## config.mk

```make
export PLATFORM = sky130hd
export DESIGN_NAME = scan_timing_gen
export DESIGN_NICKNAME = d
export VERILOG_FILES = /design/src/rtl/scan_timing_pkg.sv /design/src/rtl/scan_line_counter.sv /design/src/rtl/scan_event_decode.sv /design/src/rtl/scan_preload_seq.sv /design/src/rtl/scan_timing_gen.sv
export SDC_FILE = /design/constraint.sdc
export NUM_CORES = 1
export LEC_CHECK = 0
export BUFFER_PORTS_ARGS = -buffer_cell sky130_fd_sc_hd__buf_2
export CORE_MARGIN = 2
export CORE_UTILIZATION = 52
export CTS_CLUSTER_DIAMETER = 100
export DETAILED_ROUTE_END_ITERATION = 10
export GPL_ROUTABILITY_DRIVEN = 0
export PLACE_DENSITY = 0.76
export REMOVE_ABC_BUFFERS = 1
export SYNTH_ARGS = -nofsm -noshare
export SYNTH_HDL_FRONTEND = slang
export SYNTH_SLANG_ARGS = --single-unit
export TNS_END_PERCENT = 10
```

## constraint.sdc

```tcl
create_clock -name clk -period 0.8 [get_ports clk]
set_input_delay 0.12 -clock clk [delete_from_list [all_inputs] [get_ports clk]]
set_output_delay 0.12 -clock clk [all_outputs]
set_load 0.01 [all_outputs]
```

## src/rtl/scan_timing_pkg.sv

```systemverilog
package scan_timing_pkg;

  // One bit per timed decision that fires at the current line position.
  typedef struct packed {
    logic pre_go;    // start the prefill sequence
    logic unblank;   // clear border blanking
    logic blank_on;  // set border blanking
    logic h_off;     // close the display window
    logic sync_on;   // begin horizontal sync
    logic sync_off;  // end horizontal sync
  } line_evt_t;

  typedef enum logic {RES_LOW = 1'b0, RES_HIGH = 1'b1} res_e;

endpackage

```

## src/rtl/scan_line_counter.sv

```systemverilog
module scan_line_counter #(
  parameter int LINE_LONG  = 512,
  parameter int LINE_SHORT = 508,
  parameter int T_STD      = 56,
  localparam int CNT_W     = $clog2(LINE_LONG)
) (
  input  logic             clk,
  input  logic             rst_n,
  input  logic             cyc_en,
  input  logic             hz50_i,
  output logic [CNT_W-1:0] pos_o,
  output logic             std50_o
);

  logic [CNT_W-1:0] pos_q, pos_d;
  logic             std_q, std_d;
  logic [CNT_W-1:0] last_pos;

  always_comb begin
    last_pos = std_q ? CNT_W'(LINE_LONG - 1) : CNT_W'(LINE_SHORT - 1);
    pos_d    = pos_q;
    std_d    = std_q;
    if (cyc_en) begin
      pos_d = (pos_q == last_pos) ? '0 : pos_q + 1'b1;
      if (pos_q == CNT_W'(T_STD)) std_d = hz50_i;
    end
  end

  always_ff @(posedge clk or negedge rst_n) begin
    if (!rst_n) begin
      pos_q <= '0;
      std_q <= 1'b1;
    end else begin
      pos_q <= pos_d;
      std_q <= std_d;
    end
  end

  assign pos_o   = pos_q;
  assign std50_o = std_q;

endmodule

```

## src/rtl/scan_event_decode.sv

```systemverilog
module scan_event_decode
  import scan_timing_pkg::*;
#(
  parameter int CNT_W        = 9,
  parameter int T_HI_PRE     = 0,
  parameter int T_LO_UNBLANK = 28,
  parameter int T_PRE60      = 36,
  parameter int T_PRE50      = 40,
  parameter int T_HI_HOFF    = 164,
  parameter int T_HI_BLANK   = 184,
  parameter int T_HOFF60     = 372,
  parameter int T_HOFF50     = 376,
  parameter int T_LO_BLANK   = 448,
  parameter int T_SYNC_ON    = 460,
  parameter int T_SYNC_OFF   = 500
) (
  input  logic [CNT_W-1:0] pos_i,
  input  res_e             res_i,
  input  logic             hz50_i,
  output line_evt_t        evt_o
);

  logic lo, hi;

  always_comb begin
    hi = (res_i == RES_HIGH);
    lo = (res_i == RES_LOW);

    evt_o.pre_go   = (hi && pos_i == CNT_W'(T_HI_PRE))
                  || (lo && !hz50_i && pos_i == CNT_W'(T_PRE60))
                  || (lo &&  hz50_i && pos_i == CNT_W'(T_PRE50));
    evt_o.unblank  = lo && pos_i == CNT_W'(T_LO_UNBLANK);
    evt_o.blank_on = (lo && pos_i == CNT_W'(T_LO_BLANK))
                  || (hi && pos_i == CNT_W'(T_HI_BLANK));
    evt_o.h_off    = (hi && pos_i == CNT_W'(T_HI_HOFF))
                  || (lo && !hz50_i && pos_i == CNT_W'(T_HOFF60))
                  || (lo &&  hz50_i && pos_i == CNT_W'(T_HOFF50))
                  || (lo && pos_i == CNT_W'(T_SYNC_ON));
    evt_o.sync_on  = lo && pos_i == CNT_W'(T_SYNC_ON);
    evt_o.sync_off = lo && pos_i == CNT_W'(T_SYNC_OFF);
  end

endmodule

```

## src/rtl/scan_preload_seq.sv

```systemverilog
module scan_preload_seq
  import scan_timing_pkg::*;
#(
  parameter int WORD_CYC = 4,
  parameter int WORDS_HI = 1,
  parameter int WORDS_LO = 4,
  localparam int MAXW    = (WORDS_HI > WORDS_LO) ? WORDS_HI : WORDS_LO,
  localparam int PCW     = $clog2(WORD_CYC * MAXW + 1)
) (
  input  logic clk,
  input  logic rst_n,
  input  logic cyc_en,
  input  logic start_i,
  input  res_e res_i,
  output logic busy_o,
  output logic load_o,
  output logic done_o
);

  logic           busy_q, busy_d;
  logic           load_q, load_d;
  logic [PCW-1:0] cyc_q, cyc_d;
  logic [PCW-1:0] nxt;
  logic [PCW-1:0] words;
  logic [PCW-1:0] limit;
  logic           word_edge;

  always_comb begin
    nxt       = cyc_q + 1'b1;
    words     = nxt >> $clog2(WORD_CYC);
    limit     = (res_i == RES_HIGH) ? PCW'(WORDS_HI) : PCW'(WORDS_LO);
    word_edge = (nxt & PCW'(WORD_CYC - 1)) == '0;
    busy_d    = busy_q;
    load_d    = load_q;
    cyc_d     = cyc_q;
    done_o    = 1'b0;
    if (cyc_en) begin
      load_d = 1'b0;
      if (busy_q) begin
        if (word_edge && words >= limit) begin
          busy_d = 1'b0;
          cyc_d  = '0;
          done_o = 1'b1;
        end else begin
          cyc_d  = nxt;
          load_d = word_edge;
        end
      end else if (start_i) begin
        busy_d = 1'b1;
        cyc_d  = '0;
        load_d = 1'b1;
      end
    end
  end

  always_ff @(posedge clk or negedge rst_n) begin
    if (!rst_n) begin
      busy_q <= 1'b0;
      load_q <= 1'b0;
      cyc_q  <= '0;
    end else begin
      busy_q <= busy_d;
      load_q <= load_d;
      cyc_q  <= cyc_d;
    end
  end

  assign busy_o = busy_q;
  assign load_o = load_q;

endmodule

```

## src/rtl/scan_timing_gen.sv

```systemverilog
module scan_timing_gen
  import scan_timing_pkg::*;
#(
  parameter int LINE_LONG    = 512,
  parameter int LINE_SHORT   = 508,
  parameter int T_STD        = 56,
  parameter int T_HI_PRE     = 0,
  parameter int T_LO_UNBLANK = 28,
  parameter int T_PRE60      = 36,
  parameter int T_PRE50      = 40,
  parameter int T_HI_HOFF    = 164,
  parameter int T_HI_BLANK   = 184,
  parameter int T_HOFF60     = 372,
  parameter int T_HOFF50     = 376,
  parameter int T_LO_BLANK   = 448,
  parameter int T_SYNC_ON    = 460,
  parameter int T_SYNC_OFF   = 500,
  parameter int WORD_CYC     = 4,
  parameter int WORDS_HI     = 1,
  parameter int WORDS_LO     = 4,
  parameter int SYNC_STAGES  = 2,
  localparam int CNT_W       = $clog2(LINE_LONG)
) (
  input  logic clk,
  input  logic rst_n,
  input  logic cyc_en,
  input  logic hires_i,
  input  logic hz50_i,
  output logic blank_o,
  output logic hsync_o,
  output logic de_h_o,
  output logic preload_o,
  output logic load_o,
  output logic std50_o
);

  // Reset: asserted at once, released through a short flop chain.
  logic [SYNC_STAGES-1:0] rst_chain_q;
  logic                   rst_int_n;

  generate
    if (SYNC_STAGES == 1) begin : g_rs_one
      always_ff @(posedge clk or negedge rst_n) begin
        if (!rst_n) rst_chain_q <= '0;
        else        rst_chain_q <= 1'b1;
      end
    end else begin : g_rs_chain
      always_ff @(posedge clk or negedge rst_n) begin
        if (!rst_n) rst_chain_q <= '0;
        else        rst_chain_q <= {rst_chain_q[SYNC_STAGES-2:0], 1'b1};
      end
    end
  endgenerate

  assign rst_int_n = rst_chain_q[SYNC_STAGES-1];

  res_e             res;
  logic [CNT_W-1:0] pos;
  line_evt_t        evt;
  logic             pre_done;

  assign res = hires_i ? RES_HIGH : RES_LOW;

  scan_line_counter #(
    .LINE_LONG (LINE_LONG),
    .LINE_SHORT(LINE_SHORT),
    .T_STD     (T_STD)
  ) u_count (
    .clk    (clk),
    .rst_n  (rst_int_n),
    .cyc_en (cyc_en),
    .hz50_i (hz50_i),
    .pos_o  (pos),
    .std50_o(std50_o)
  );

  scan_event_decode #(
    .CNT_W       (CNT_W),
    .T_HI_PRE    (T_HI_PRE),
    .T_LO_UNBLANK(T_LO_UNBLANK),
    .T_PRE60     (T_PRE60),
    .T_PRE50     (T_PRE50),
    .T_HI_HOFF   (T_HI_HOFF),
    .T_HI_BLANK  (T_HI_BLANK),
    .T_HOFF60    (T_HOFF60),
    .T_HOFF50    (T_HOFF50),
    .T_LO_BLANK  (T_LO_BLANK),
    .T_SYNC_ON   (T_SYNC_ON),
    .T_SYNC_OFF  (T_SYNC_OFF)
  ) u_decode (
    .pos_i (pos),
    .res_i (res),
    .hz50_i(hz50_i),
    .evt_o (evt)
  );

  scan_preload_seq #(
    .WORD_CYC(WORD_CYC),
    .WORDS_HI(WORDS_HI),
    .WORDS_LO(WORDS_LO)
  ) u_preload (
    .clk    (clk),
    .rst_n  (rst_int_n),
    .cyc_en (cyc_en),
    .start_i(evt.pre_go),
    .res_i  (res),
    .busy_o (preload_o),
    .load_o (load_o),
    .done_o (pre_done)
  );

  // Output flags: next-state logic, then registers.
  logic blank_q, blank_d;
  logic sync_q,  sync_d;
  logic h_q,     h_d;

  always_comb begin
    blank_d = blank_q;
    sync_d  = sync_q;
    h_d     = h_q;
    if (cyc_en) begin
      if (evt.blank_on)     blank_d = 1'b1;
      else if (evt.unblank) blank_d = 1'b0;
      if (evt.sync_on)       sync_d = 1'b1;
      else if (evt.sync_off) sync_d = 1'b0;
      if (evt.h_off)     h_d = 1'b0;
      else if (pre_done) h_d = 1'b1;
    end
  end

  always_ff @(posedge clk or negedge rst_int_n) begin
    if (!rst_int_n) begin
      blank_q <= 1'b1;
      sync_q  <= 1'b0;
      h_q     <= 1'b0;
    end else begin
      blank_q <= blank_d;
      sync_q  <= sync_d;
      h_q     <= h_d;
    end
  end

  assign blank_o = blank_q;
  assign hsync_o = sync_q;
  assign de_h_o  = h_q;

endmodule

```

Yosys cells after proc, flatten, opt, wreduce, memory -nomap -nowiden
Cells that the tools add are included.
{"block": "totals", "regBits": 22, "latch_bits": 0, "ramBits": 0, "romBits": 0, "input_bits": 5, "out_inout_bits": 6, "word_cells": 78, "mem_count": 0}
{"block": "op_classes", "n_addsub": 2, "multipliers": 0, "div_mod_pow": 0, "magnitude_cmp": 1, "eq_ne": 12, "shift": 0, "n_mux": 21, "n_bitwise": 1, "n_reduce_logical": 32}
{"operator": "$eq A9 B9 Y1 const B", "count": 5}
{"operator": "$eq A9 B6 Y1 const B", "count": 3}
{"operator": "$eq A9 B8 Y1 const B", "count": 2}
{"operator": "$mux W1", "count": 15}
{"operator": "$mux W5", "count": 3}
{"operator": "$logic_and A1 B1 Y1", "count": 14}
{"operator": "$reduce_and A2 Y1", "count": 5}
{"operator": "$add A9 B1 Y9 const B", "count": 1}
{"operator": "$eq A9 B5 Y1 const B", "count": 1}
{"operator": "$eq A9 B9 Y1", "count": 1}
{"operator": "$logic_not A9 Y1", "count": 1}
{"operator": "$mux W9", "count": 1}
{"operator": "$reduce_bool A2 Y1", "count": 4}
{"operator": "$logic_or A1 B1 Y1", "count": 6}
{"operator": "$mux W3", "count": 2}
{"operator": "$add A5 B1 Y5 const B", "count": 1}
{"operator": "$ge A3 B5 Y1", "count": 1}
{"operator": "$logic_not A5 Y1", "count": 1}
{"operator": "$logic_not A1 Y1", "count": 1}
{"operator": "$not A1 Y1", "count": 1}

Longest topological paths before layout
{"block": "depth", "word_depth": 9, "mapped_depth": 9, "depth_no_buf": 9}

Hierarchy
A second synthesis with hierarchy kept.
{"block": "hier_totals", "hier_cells": 143, "area_unflattened_um2": 1471.4}
{"module": "scan_line_counter", "instances": 1, "cells_each": 57, "area_per_inst_um2": 601.8, "seq_area_each_um2": 251.5}
{"module": "scan_preload_seq", "instances": 1, "cells_each": 45, "area_per_inst_um2": 459.2, "seq_area_each_um2": 175.2}
{"module": "scan_event_decode", "instances": 1, "cells_each": 29, "area_per_inst_um2": 245.2, "seq_area_each_um2": 0.0}
{"module": "scan_timing_gen", "instances": 1, "cells_each": 12, "area_per_inst_um2": 165.2, "seq_area_each_um2": 126.4}

Worst setup path before layout
OpenSTA, ideal clock, no wires.
{"block": "synth_path", "kind": "register -> register", "startpoint": "register u_preload.cyc_q[0]", "endpoint": "register h_q (netlist: de_h_o)", "setup_time_ps": 123, "arrival_time_ps": 1804, "required_ps": 677, "setup_slack_ps": -1127, "path_stages_with_launch": 10, "path_buffers": 0, "synth_period_minus_slack_ps": 1927, "cell_sequence": "dfrtp_1 > ha_1 > nand3_1 > xnor2_1 > ha_1 > nor2_1 > nand2_1 > o221ai_1 > nor2_1 > o221a_2"}
{"block": "synth_via", "elab_chain_len": 8, "word_cells_on_any_way": 9, "cone_classes": "1 x add/sub; 1 x order compare; 3 x mux; 4 x reduce/logical"}
{"item": "start, declared", "line_no": "scan_preload_seq.sv:22", "source": "logic [PCW-1:0] cyc_q, cyc_d;"}
{"item": "start signal, assigned", "line_no": "scan_preload_seq.sv:64", "source": "cyc_q <= cyc_d;"}
{"item": "$add A5 B1 Y5 *", "line_no": "scan_preload_seq.sv:29", "source": "nxt = cyc_q + 1'b1;"}
{"item": "$ge A3 B5 Y1 / $logic_not A5 Y1 (equally long branches)", "line_no": "scan_preload_seq.sv:40, scan_preload_seq.sv:32"}
{"item": "$logic_and A1 B1 Y1 *", "line_no": "scan_preload_seq.sv:40", "source": "if (word_edge && words >= limit) begin"}
{"item": "$mux W1 *", "line_no": "scan_preload_seq.sv:40"}
{"item": "$mux W1 *", "line_no": "scan_preload_seq.sv:39", "source": "if (busy_q) begin"}
{"item": "$mux W1 *", "line_no": "scan_preload_seq.sv:37", "source": "if (cyc_en) begin"}
{"item": "$reduce_bool A2 Y1 (no line) *"}
{"item": "$reduce_and A2 Y1 (no line) *"}
{"item": "end signal, assigned", "line_no": "scan_timing_gen.sv:135", "source": "h_q <= 1'b0;"}
{"item": "end signal, assigned", "line_no": "scan_timing_gen.sv:139", "source": "h_q <= h_d;"}
{"item": "end, declared", "line_no": "scan_timing_gen.sv:115", "source": "logic h_q, h_d;"}
Mark *: on every way between the ends. The rest lies on a longest branch, timed or not.
A chain may end at the register's enable or synchronous reset.

Worst setup path after layout
{"block": "layout_path", "startpoint": "register u_preload.cyc_q[1]", "endpoint": "register u_preload.cyc_q[2]"}
{"block": "layout_via", "elab_chain_len": 5, "word_cells_on_any_way": 6, "cone_classes": "1 x add/sub; 1 x order compare; 2 x mux; 2 x reduce/logical"}
{"item": "$add A5 B1 Y5 *", "line_no": "scan_preload_seq.sv:29"}
{"item": "$ge A3 B5 Y1 / $logic_not A5 Y1 (equally long branches)", "line_no": "scan_preload_seq.sv:40, scan_preload_seq.sv:32"}
{"item": "$logic_and A1 B1 Y1", "line_no": "scan_preload_seq.sv:40"}
{"item": "$mux W5 *", "line_no": "scan_preload_seq.sv:40"}
{"item": "$mux W5 *", "line_no": "scan_preload_seq.sv:39"}
Marked as above.

==> results.sh <==
export IMPL_status="finished, violations left"
export IMPL_violations="negative setup slack"
export IMPL_clockBufferDepth=2
export IMPL_setup_viol_count_final=26
export IMPL_grt_overflow_total=0
export IMPL_ys_types=44
export IMPL_worstPathRequired_ns=1.00
export IMPL_floorplan_rows=17
export IMPL_rsz0062_at_grt="yes"
export IMPL_powerDensity_nw_per_um2=2700
export IMPL_hpwl_mm=2.47
export IMPL_antenna_found_initial=0
export IMPL_hold_viol=0
export IMPL_netlist_instances=131
export IMPL_syn_area_per_cell_um2=9.63
export IMPL_clk_latency_ns=0.32
export IMPL_htree_levels=1
export IMPL_drt_iter0_markers=77
export IMPL_numCtsBuffers=3
export IMPL_power_leakage_nw=0.904
export IMPL_pin_count=11
export IMPL_antenna_cells=0
export IMPL_crit_type="reg2reg"
export IMPL_grt_first_pass_wirelength_mm=6.60
export IMPL_power_mw=5.45
export IMPL_area_growth_syn_to_layout_pct=60.3
export IMPL_dr_pass1_iters=5
export IMPL_synth_edff_count=0
export IMPL_synth_top_cell_area_share_pct=39.7
export IMPL_place_area_um2=1660
export IMPL_vias=1367
export IMPL_grt_pass1_vias=1419
export IMPL_ctsRootBufferMaster="clkbuf_4"
export IMPL_layout_setup_ws_ns=-1.22
export IMPL_stdcell_count=220
export IMPL_ys_seq_area_share_pct=43.8
export IMPL_drive_gt1_share_pct=51.0
export IMPL_final_area_um2=2020
export IMPL_fill_cells=90
export IMPL_skew_ns=0.0124
export IMPL_fmaxAchievable_mhz=495
export IMPL_finalWirelength_mm=4.26
export IMPL_port_buffers=10
export IMPL_cp_max_fo=3
export IMPL_hold_ws_ns=0.104
export IMPL_synthTopCellsByArea="dfrtp_1 40%, nor2_1 5.4%, ha_1 5.0%"
export IMPL_num_nets_final=203
export IMPL_slew_violations=0
export IMPL_relSlewSlack_pct=64.3
export IMPL_coreArea_um2=2250
export IMPL_yosysMostFrequentCell="dfrtp_1"
export IMPL_synth_top_flop_cell="dfrtp_1"
export IMPL_cp_start_kind="flop"
export IMPL_grt_start_max_net_pins=21
export IMPL_synth_common_cells="20 x dfrtp_1, 18 x nor2_1, 12 x nand2_1"
export IMPL_async_reset_ff_share_pct=100
export IMPL_cap_violations=0
export IMPL_fp_dieW_um=53.3
export IMPL_final_min_clock_period_ns=2.02
export IMPL_tightest_slew_ns=0.532
export IMPL_yosys_warnings=0
export IMPL_ir_worst_vdd_v=0.00190
export IMPL_dieArea_um2=2840
export IMPL_cp_data_arrival_time_ns=2.22
export IMPL_end_kind="flop"
export IMPL_clock_sinks=22
export IMPL_place_inst=207
export IMPL_die_h_um=53.3
export IMPL_ant_nets=0
export IMPL_synth_area_um2=1260
export IMPL_grt_total_usage_pct=33.0
export IMPL_via_per_inst=6.21
export IMPL_synth_seq_cells=22
export IMPL_drc_errors=0
export IMPL_min_period_over_period_pct=253
export IMPL_synth_top_area_cell="dfrtp_1"
export IMPL_initial_core_util_pct=55.9
export IMPL_cts_tree="built"
export IMPL_hp_class="in2async"
export IMPL_cts_clk_slew_worst_paths_ns=0.14
export IMPL_wire_per_inst_um=19.4
repair_timing:
item                                    in CTS  in global routing
cloned                                       0                  0
hold buffers                                 1                  0
buffers inserted                             6                  2
hold endpoints to repair                     2                  0
gates resized for setup                     30                 19
endpoints found under the setup margin      26                 26
pin swaps                                   18                 10
final cells by class:
| type | count | area, um2 | area share [%] |
|---|---|---|---|
| clock inverter | 1 | 30.0 | 1.49 |
| inverter | 4 | 15.0 | 0.743 |
| multi-input combinational | 100 | 852 | 42.1 |
| sequential | 22 | 553 | 27.4 |
| clock buffer | 3 | 22.5 | 1.11 |
| tap | 28 | 35.0 | 1.73 |
| timing repair buffer | 62 | 514 | 25.4 |
where the power goes:
part           internal (mW)  switching, mW
Combinational           1.51           1.37
Clock                  0.507          0.363
Sequential              1.39          0.313
final timing paths:
path,end,slack (ns),start,depth (start not counted)
min reg2reg,u_count.pos_o[4]$_DFFE_PN0P_,0.22,rst_chain_q[1]$_DFF_PN0_,1
min in group clk,blank_o$_DFFE_PN1P_,0.15,cyc_en,4
max reg2reg,u_preload.cyc_q[2]$_DFFE_PN0P_,-1.22,u_preload.cyc_q[1]$_DFFE_PN0P_,7
max in group asynchronous,u_count.std50_o$_DFFE_PN1P_,0.37,rst_chain_q[1]$_DFF_PN0_,1
min,rst_chain_q[1]$_DFF_PN0_,0.10,rst_n,2
max,u_preload.cyc_q[2]$_DFFE_PN0P_,-1.22,u_preload.cyc_q[1]$_DFFE_PN0P_,7
per-layer routing:
layer | part of all wire [%] | track usage [%] | wire, um | up-vias
met5 | 0 | 0 | 0 | -
met4 | 5.9 | 20.1 | 250 | 0
met3 | 7.0 | 6.21 | 297 | 41
met2 | 52 | 57.0 | 2220 | 99
met1 | 35 | 37.0 | 1490 | 634
li1 | - | - | - | 593
worst max-delay path, stage by stage (launching register included):
cell	delay, ns
dfrtp_1	0.43
buf_4	0.13
buf_4	0.10
nand3_1	0.11
xnor2_1	0.47
o22ai_2	0.18
and3_1	0.20
a211o_1	0.28
through the flow:
step	TNS [ns]	utilization [%]	worst slack [ns]
2_1_floorplan	-15.71	-	-1.13
3_3_place_gp	-16.60	73.4	-1.13
3_5_place_dp	-17.48	73.4	-1.20
4_1_cts	-17.48	84.5	-1.09
5_1_grt	-20.37	89.7	-1.25
6_report	-18.84	89.7	-1.22
layout by cell type (no fill, tap or decap), types with 2 or more instances in the layout:
cell type   n
buf_4      41
dfrtp_1    20
nor2_1     15
buf_6      13
nand2_1     8
nand3_1     7
buf_2       6
xnor2_1     5
nand2_2     4
ha_4        4
nand4_1     3
xor2_1      3
nor3b_1     3
nor4_1      3
clkbuf_4    3
inv_2       2
inv_1       2
nor2_4      2
o31ai_2     2
mux2i_1     2
nor2_2      2
nor2b_1     2
a32o_2      2
o2bb2ai_2   2
nand2b_1    2
o31ai_1     2
dfstp_2     2
state kept, by name, indices dropped and copies added, names as in the netlist:
name              flops
u_count.pos_o         9
u_preload.busy_o      1
u_count.std50_o       1
blank_o               1
hsync_o               1
u_preload.load_o      1
u_preload.cyc_q       5
de_h_o                1
rst_chain_q           2
logic make-up (layout without fill, tap and decap cells):
| group | Yosys count | in the layout | synth area share (%) |
|---|---|---|---|
| AO/OA/AOI/OAI | 21 | 21 | 13.9 |
| XOR/XNOR | 10 | 10 | 6.94 |
| adder cells (fa/ha/maj) | 5 | 5 | 4.96 |
| buffers and inverters | 9 | 70 | 3.27 |
| flip-flops | 22 | 22 | 43.8 |
| multiplexers | 3 | 3 | 2.48 |
| other | 1 | 1 | 0.297 |
| AND/OR/NAND/NOR | 60 | 60 | 24.3 |
No activity file was read; power rests on OpenSTA's default activity.
